## src/rtl/twi_mon_pkg.sv

```systemverilog
package twi_mon_pkg;
  typedef enum logic [1:0] {
    PH_IDLE = 2'd0,
    PH_ADDR = 2'd1,
    PH_DATA = 2'd2,
    PH_ACK  = 2'd3
  } phase_e;

  localparam logic [7:0] ST_NO_INFO = 8'hF8;
  localparam logic [7:0] ST_BUS_ERR = 8'h00;

  typedef struct packed {
    logic int_clr;
    logic stop;
    logic start;
    logic ack;
  } ctrl_wr_t;
endpackage

```

## src/rtl/twi_line_sync.sv

```systemverilog
module twi_line_sync #(
  parameter int STAGES = 2,
  parameter int WIDTH  = 2
) (
  input  logic             clk_i,
  input  logic             rst_ni,
  input  logic [WIDTH-1:0] d_i,
  output logic [WIDTH-1:0] q_o
);
  logic [WIDTH-1:0] stage_q [STAGES];

  generate
    for (genvar s = 0; s < STAGES; s++) begin : g_stage
      always_ff @(posedge clk_i or negedge rst_ni) begin
        if (!rst_ni) stage_q[s] <= '1;  // idle bus reads high
        else if (s == 0) stage_q[s] <= d_i;
        else stage_q[s] <= stage_q[(s > 0) ? s-1 : 0];
      end
    end
  endgenerate

  assign q_o = stage_q[STAGES-1];
endmodule

```

## src/rtl/twi_cond_detect.sv

```systemverilog
module twi_cond_detect (
  input  logic clk_i,
  input  logic rst_ni,
  input  logic scl_i,
  input  logic sda_i,
  output logic start_o,
  output logic stop_o,
  output logic scl_rise_o,
  output logic scl_fall_o
);
  logic scl_q, sda_q;

  always_ff @(posedge clk_i or negedge rst_ni) begin
    if (!rst_ni) begin
      scl_q <= 1'b1;
      sda_q <= 1'b1;
    end else begin
      scl_q <= scl_i;
      sda_q <= sda_i;
    end
  end

  logic scl_steady_hi;
  assign scl_steady_hi = scl_q & scl_i;
  assign start_o    = scl_steady_hi & sda_q & ~sda_i;
  assign stop_o     = scl_steady_hi & ~sda_q & sda_i;
  assign scl_rise_o = ~scl_q & scl_i;
  assign scl_fall_o = scl_q & ~scl_i;
endmodule

```

## src/rtl/twi_frame_track.sv

```systemverilog
module twi_frame_track
  import twi_mon_pkg::*;
#(
  parameter int BYTE_BITS = 8,
  localparam int CNT_W = $clog2(BYTE_BITS + 1)
) (
  input  logic             clk_i,
  input  logic             rst_ni,
  input  logic             hold_i,
  input  logic             start_i,
  input  logic             stop_i,
  input  logic             scl_rise_i,
  input  logic             scl_fall_i,
  output logic             bus_err_o,
  output phase_e           phase_o,
  output logic [CNT_W-1:0] cnt_o
);
  localparam logic [CNT_W-1:0] LAST = CNT_W'(BYTE_BITS);

  logic             in_frame_q, in_frame_d;
  logic             addr_q, addr_d;
  logic             rose_q, rose_d;
  logic [CNT_W-1:0] cnt_q, cnt_d;
  logic             mid_slot;

  assign mid_slot = (cnt_q != '0);

  always_comb begin
    in_frame_d = in_frame_q;
    addr_d     = addr_q;
    rose_d     = rose_q;
    cnt_d      = cnt_q;
    bus_err_o  = 1'b0;
    if (hold_i) begin
      in_frame_d = 1'b0;
      addr_d     = 1'b0;
      rose_d     = 1'b0;
      cnt_d      = '0;
    end else if (start_i || stop_i) begin
      rose_d = 1'b0;
      cnt_d  = '0;
      if (mid_slot) begin
        bus_err_o  = 1'b1;
        in_frame_d = 1'b0;
        addr_d     = 1'b0;
      end else begin
        in_frame_d = start_i;
        addr_d     = start_i;
      end
    end else if (in_frame_q) begin
      if (scl_rise_i) begin
        rose_d = 1'b1;
      end else if (scl_fall_i && rose_q) begin
        // a bit slot closes on the falling edge after its rising edge
        rose_d = 1'b0;
        if (cnt_q == LAST) begin
          cnt_d  = '0;
          addr_d = 1'b0;
        end else begin
          cnt_d = cnt_q + 1'b1;
        end
      end
    end
  end

  always_ff @(posedge clk_i or negedge rst_ni) begin
    if (!rst_ni) begin
      in_frame_q <= 1'b0;
      addr_q     <= 1'b0;
      rose_q     <= 1'b0;
      cnt_q      <= '0;
    end else begin
      in_frame_q <= in_frame_d;
      addr_q     <= addr_d;
      rose_q     <= rose_d;
      cnt_q      <= cnt_d;
    end
  end

  always_comb begin
    if (!in_frame_q)       phase_o = PH_IDLE;
    else if (cnt_q == LAST) phase_o = PH_ACK;
    else if (addr_q)       phase_o = PH_ADDR;
    else                   phase_o = PH_DATA;
  end

  assign cnt_o = cnt_q;
endmodule

```

## src/rtl/twi_err_ctrl.sv

```systemverilog
module twi_err_ctrl
  import twi_mon_pkg::*;
(
  input  logic     clk_i,
  input  logic     rst_ni,
  input  logic     bus_err_i,
  input  logic     sda_drive_i,
  input  logic     wr_i,
  input  ctrl_wr_t wdata_i,
  output logic     err_o,
  output logic     start_req_o,
  output logic     stop_req_o,
  output logic     ack_en_o,
  output logic     scl_pd_o,
  output logic     sda_pd_o,
  output logic     unaddr_o,
  output logic [7:0] status_o
);
  logic err_q, err_d;
  logic recover;
  logic start_q, stop_q, ack_q;
  logic scl_pd_q, sda_pd_q;

  assign recover = wr_i & wdata_i.int_clr & wdata_i.stop & err_q;

  always_comb begin
    err_d = err_q;
    if (recover)        err_d = 1'b0;
    else if (bus_err_i) err_d = 1'b1;
  end

  always_ff @(posedge clk_i or negedge rst_ni) begin
    if (!rst_ni) begin
      err_q    <= 1'b0;
      start_q  <= 1'b0;
      stop_q   <= 1'b0;
      ack_q    <= 1'b0;
      scl_pd_q <= 1'b0;
      sda_pd_q <= 1'b0;
    end else begin
      err_q    <= err_d;
      // stretch the clock while an error waits for software
      scl_pd_q <= err_d;
      // release data together with clock on recovery: no stop is formed
      sda_pd_q <= sda_drive_i & ~err_q & ~err_d;
      if (wr_i) begin
        start_q <= wdata_i.start;
        ack_q   <= wdata_i.ack;
        stop_q  <= recover ? 1'b0 : wdata_i.stop;
      end
    end
  end

  assign err_o       = err_q;
  assign start_req_o = start_q;
  assign stop_req_o  = stop_q;
  assign ack_en_o    = ack_q;
  assign scl_pd_o    = scl_pd_q;
  assign sda_pd_o    = sda_pd_q;
  assign unaddr_o    = ~err_q;
  assign status_o    = err_q ? ST_BUS_ERR : ST_NO_INFO;
endmodule

```

## src/rtl/twi_bus_err_mon.sv

```systemverilog
module twi_bus_err_mon
  import twi_mon_pkg::*;
#(
  parameter int BYTE_BITS   = 8,
  parameter int SYNC_STAGES = 2,
  localparam int CNT_W = $clog2(BYTE_BITS + 1)
) (
  input  logic             clk_i,
  input  logic             rst_ni,
  input  logic             scl_i,
  input  logic             sda_i,
  input  logic             sda_drive_i,
  input  logic             ctrl_wr_i,
  input  logic             ctrl_int_clr_i,
  input  logic             ctrl_stop_i,
  input  logic             ctrl_start_i,
  input  logic             ctrl_ack_i,
  output logic [7:0]       status_o,
  output logic             int_flag_o,
  output logic [1:0]       phase_o,
  output logic [CNT_W-1:0] bit_cnt_o,
  output logic             start_req_o,
  output logic             stop_req_o,
  output logic             ack_en_o,
  output logic             unaddr_o,
  output logic             scl_pd_o,
  output logic             sda_pd_o
);
  logic [1:0] line_s;
  logic       cond_start, cond_stop, scl_rise, scl_fall;
  logic       bus_err, err_pend;
  phase_e     phase;
  ctrl_wr_t   wdata;

  twi_line_sync #(.STAGES(SYNC_STAGES), .WIDTH(2)) i_sync (
    .clk_i (clk_i),
    .rst_ni(rst_ni),
    .d_i   ({scl_i, sda_i}),
    .q_o   (line_s)
  );

  twi_cond_detect i_detect (
    .clk_i     (clk_i),
    .rst_ni    (rst_ni),
    .scl_i     (line_s[1]),
    .sda_i     (line_s[0]),
    .start_o   (cond_start),
    .stop_o    (cond_stop),
    .scl_rise_o(scl_rise),
    .scl_fall_o(scl_fall)
  );

  twi_frame_track #(.BYTE_BITS(BYTE_BITS)) i_track (
    .clk_i     (clk_i),
    .rst_ni    (rst_ni),
    .hold_i    (err_pend),
    .start_i   (cond_start),
    .stop_i    (cond_stop),
    .scl_rise_i(scl_rise),
    .scl_fall_i(scl_fall),
    .bus_err_o (bus_err),
    .phase_o   (phase),
    .cnt_o     (bit_cnt_o)
  );

  assign wdata = '{int_clr: ctrl_int_clr_i, stop: ctrl_stop_i,
                   start: ctrl_start_i, ack: ctrl_ack_i};

  twi_err_ctrl i_ctrl (
    .clk_i      (clk_i),
    .rst_ni     (rst_ni),
    .bus_err_i  (bus_err),
    .sda_drive_i(sda_drive_i),
    .wr_i       (ctrl_wr_i),
    .wdata_i    (wdata),
    .err_o      (err_pend),
    .start_req_o(start_req_o),
    .stop_req_o (stop_req_o),
    .ack_en_o   (ack_en_o),
    .scl_pd_o   (scl_pd_o),
    .sda_pd_o   (sda_pd_o),
    .unaddr_o   (unaddr_o),
    .status_o   (status_o)
  );

  assign int_flag_o = err_pend;
  assign phase_o    = phase;
endmodule

```

## config.mk

```make
export PLATFORM = sky130hd
export DESIGN_NAME = twi_bus_err_mon
export DESIGN_NICKNAME = d
export VERILOG_FILES = /design/src/rtl/twi_mon_pkg.sv /design/src/rtl/twi_line_sync.sv /design/src/rtl/twi_cond_detect.sv /design/src/rtl/twi_frame_track.sv /design/src/rtl/twi_err_ctrl.sv /design/src/rtl/twi_bus_err_mon.sv
export SDC_FILE = /design/constraint.sdc
export NUM_CORES = 1
export LEC_CHECK = 0
export ABC_CLOCK_PERIOD_IN_PS = 2500
export BUFFER_PORTS_ARGS = -buffer_cell sky130_fd_sc_hd__buf_2
export CORE_ASPECT_RATIO = 0.75
export CORE_MARGIN = 2
export CORE_UTILIZATION = 45
export DETAILED_ROUTE_END_ITERATION = 10
export PLACE_DENSITY = 0.76
export SYNTH_ARGS = -nofsm -noshare
export SYNTH_HDL_FRONTEND = slang
export SYNTH_SLANG_ARGS = --single-unit
```

## constraint.sdc

```tcl
create_clock -name clk_i -period 2.5 [get_ports clk_i]
set_clock_uncertainty 0.1 [all_clocks]
set_input_delay 0.25 -clock clk_i [delete_from_list [all_inputs] [get_ports clk_i]]
set_output_delay 0.25 -clock clk_i [all_outputs]
set_load 0.03 [all_outputs]
```

==> reports/metrics.yaml <==
outcome:
  status: "finished, final reports clean"
worst_setup_path:
  cp_data_arrival_time_ps: 1570
  path_cells: "inv_1 -> ha_1 -> and3b_1 -> o21a_1 -> buf_2"
  reg2reg_to: "i_track.cnt_o[2]"
  crit_type: "reg2out"
  start_kind: "register"
  crit_slowest_cell: "dfrtp_1"
  rr_worst_depth: 5
  cp-end-kind: "primary output"
  critPathRequiredTime_ps: 2150
  max_stage_delay_ps: 440
  ff2ff_setup_slack_ps: 800
  r2r_start: "i_track.cnt_o[0]"
  critPathMaxFanout: 7
logic_synthesis:
  syn_avg_cell_area_um2: 10.78
  synth_top_area_share_pct: 35.71
  synth_area_um2: 840.8
  ys_async_sr_fraction_pct: 100.0
  synthTopCellsByCount: "dfrtp_1 (12), buf_4 (9), inv_1 (8), dfstp_2 (6), nand2_1 (5)"
  synth.most_common_cell: "dfrtp_1"
  ys_ff_latch: 18
  synth_warnings: 0
  synth-main-ff-cell: "dfrtp_1"
  synth-edff-count: 0
  netlist_top_cells_area: "dfrtp_1 (36%), dfstp_2 (19%), buf_4 (8.0%)"
  syn_inst: 78
  yosysTopAreaCell: "dfrtp_1"
  ys_types: 29
  seq_area_frac_synth_pct: 54.46
cts:
  ctsHoldBuffers: 3
  clk_pin_slew_worst_paths_ps: 100
  cts.repair.resized: 0
  htree_levels: 1
  post-cts-setup-buffers: 0
  cts.sinks: 18
  cts_tree: "yes"
  numCtsBuffers: 3
  clk_path_buf_depth: 2
  insertion_delay_ps: 290
  root_buffer: "clkbuf_4"
global_route:
  first_global_vias: 617
  grt_overflow: 0
  track_usage_pct: 15.97
  grt_pass1_wl_um: 2580
  grt_max_degree: 19
  grt_antenna_before_repair: 0
min_path:
  whs_endpoint: "i_ctrl.sda_pd_o"
  hold_path.class: "in2reg"
  hold_depth: 3
  hold_path.startpoint: "sda_drive_i"
sta:
  drv_slew: 0
  finalCritPeriodShare_pct: 76.94
  hold_ws_ps: 66.93
  grt_setup_unrepaired: "false"
  fin_crit_ps: 1923
  fmax_mhz: 519.9
  finalHoldViolCount: 0
  tns_ps: 0
  finalSetupViolations: 0
finish:
  nets: 118
  seq_area_um2: 457.9
  multi_input_area_um2: 289.0
  design_area_um2: 1010
  synthToLayoutAreaGrowth_pct: 20.09
  drive_above_1_share_pct: 38.10
  stdcell_count: 127
  antenna_cells: 0
  fillCellCount: 154
pwr:
  power_uw: 836.8
  vdd_drop_max_mv: 0.5638
  p_leak_nw: 0.4965
  p_per_area_nw_per_um2: 828.7
placed_design:
  globalplace.congestion: 0.8258
  port_buffers: 27
  dp_hpwl_um: 1123
  dpl_cell_area_um2: 943.4
  dp_cells: 120
route:
  drt-initial-drc-count: 12
  drc: 0
  vias: 655
  met1_length_um: 691
  wl_um: 1520
  vias_per_cell: 5.157
  top_layer: "met4"
  routed-wl-met2_um: 702
  first_pass_iters: 4
  routedWlPerCell_um: 11.97
  wl_met3_um: 118
  postRouteAntennaNets: 0
die:
  dieArea_um2: 2234
  pin_count: 31
  rows: 13
  die_width_um: 53.91
  core_area_um2: 1740
  die_h_um: 41.44
  start_util_pct: 48.31
flow_run:
  maxCapViolations: 0
## kinds of logic after synthesis
kind of cell / after synthesis / synth area share (%)
AOI/OAI and AO/OA: 16 / 12.50
xor gates and xnor gates: 1 / 1.042
adders and majority gates: 2 / 2.976
buffers and inverters: 18 / 12.05
DFF: 18 / 54.46
muxes: 2 / 2.678
other: 1 / 0.4460
and+or+nand+nor: 20 / 13.84
## layout make-up
cell class	count	area share [%]
Clock buffer	4	3.594
Inverter	9	3.346
Multi-Input combinational cell	44	28.62
Sequential cell	18	45.35
Tap cell	22	2.726
Timing Repair Buffer	30	16.36
## stage by stage
| step | worst slack [ps] | util, % |
|---|---|---|
| 3_5_place_dp | 825.6 | 54.21 |
| 2_1_floorplan | 702.2 | - |
| 4_1_cts | 563.1 | 58.02 |
| 5_1_grt | 456.2 | 58.02 |
| 6_report | 576.6 | 58.02 |
| 3_3_place_gp | 868.7 | 54.21 |
## worst max-delay path, delay by kind of cell (launching register included)
kind | cells | cell delay, ps
and+or+nand+nor | 1 | 220
AOI/OAI and AO/OA | 1 | 180
buffers and inverters | 2 | 240
adders and majority gates | 1 | 200
DFF | 1 | 440
## cells in the final DEF, fill, tap and decap left out, types with 2 or more instances in the layout
| cell | synthesis | routed |
|---|---|---|
| buf_2 | 0 | 27 |
| clkbuf_4 | 0 | 3 |
| mux2_2 | 2 | 2 |
| nor2_1 | 3 | 3 |
| o21ai_0 | 4 | 4 |
| dfrtp_1 | 12 | 12 |
| dlygate4sd3_1 | 0 | 3 |
| or4_1 | 2 | 2 |
| inv_1 | 8 | 8 |
| nand3_1 | 2 | 2 |
| conb_1 | 1 | 3 |
| a21oi_1 | 4 | 4 |
| dfstp_2 | 6 | 6 |
| nand4b_1 | 2 | 2 |
| ha_1 | 2 | 2 |
| o22ai_1 | 2 | 2 |
| nand2_1 | 5 | 5 |
## report_power, final
| part | total, mW | switching, mW | internal, mW |
|---|---|---|---|
| registers | 0.381 | 0.0416 | 0.339 |
| clock network | 0.175 | 0.0863 | 0.0887 |
| logic | 0.281 | 0.185 | 0.0960 |
## metal layers
layer | up-vias | GRT usage, %
met5 | - | 0
met4 | 0 | 4.103
met3 | 2 | 7.554
met2 | 25 | 25.85
met1 | 311 | 18.74
li1 | 317 | -
## registers in the layout (all words and copies together) (netlist names)
| signal | flops |
|---|---|
| i_track.cnt_o | 4 |
| i_sync.q_o | 2 |
| i_sync.stage_q | 2 |
| i_ctrl.ack_en_o | 1 |
| i_ctrl.err_o | 1 |
| i_ctrl.sda_pd_o | 1 |
| i_ctrl.start_req_o | 1 |
| i_ctrl.stop_req_o | 1 |
| i_detect.scl_q | 1 |
| i_detect.sda_q | 1 |
| i_track.addr_q | 1 |
| i_track.in_frame_q | 1 |
| i_track.rose_q | 1 |
## worst max path at each step
stage	from	endpoint	slack, ps	depth (start not counted)
global route	i_track.cnt_o[0]	phase_o[0]	460	6
global placement	i_track.cnt_o[0]	i_track.cnt_o[2]	870	5
detailed placement	i_track.cnt_o[0]	i_track.cnt_o[2]	830	5
CTS	i_track.cnt_o[0]	phase_o[1]	560	5
floorplan	i_track.cnt_o[0]	i_track.cnt_o[2]	700	5
finish	i_track.cnt_o[0]	phase_o[1]	580	5
No activity file was read; power rests on OpenSTA's default activity.
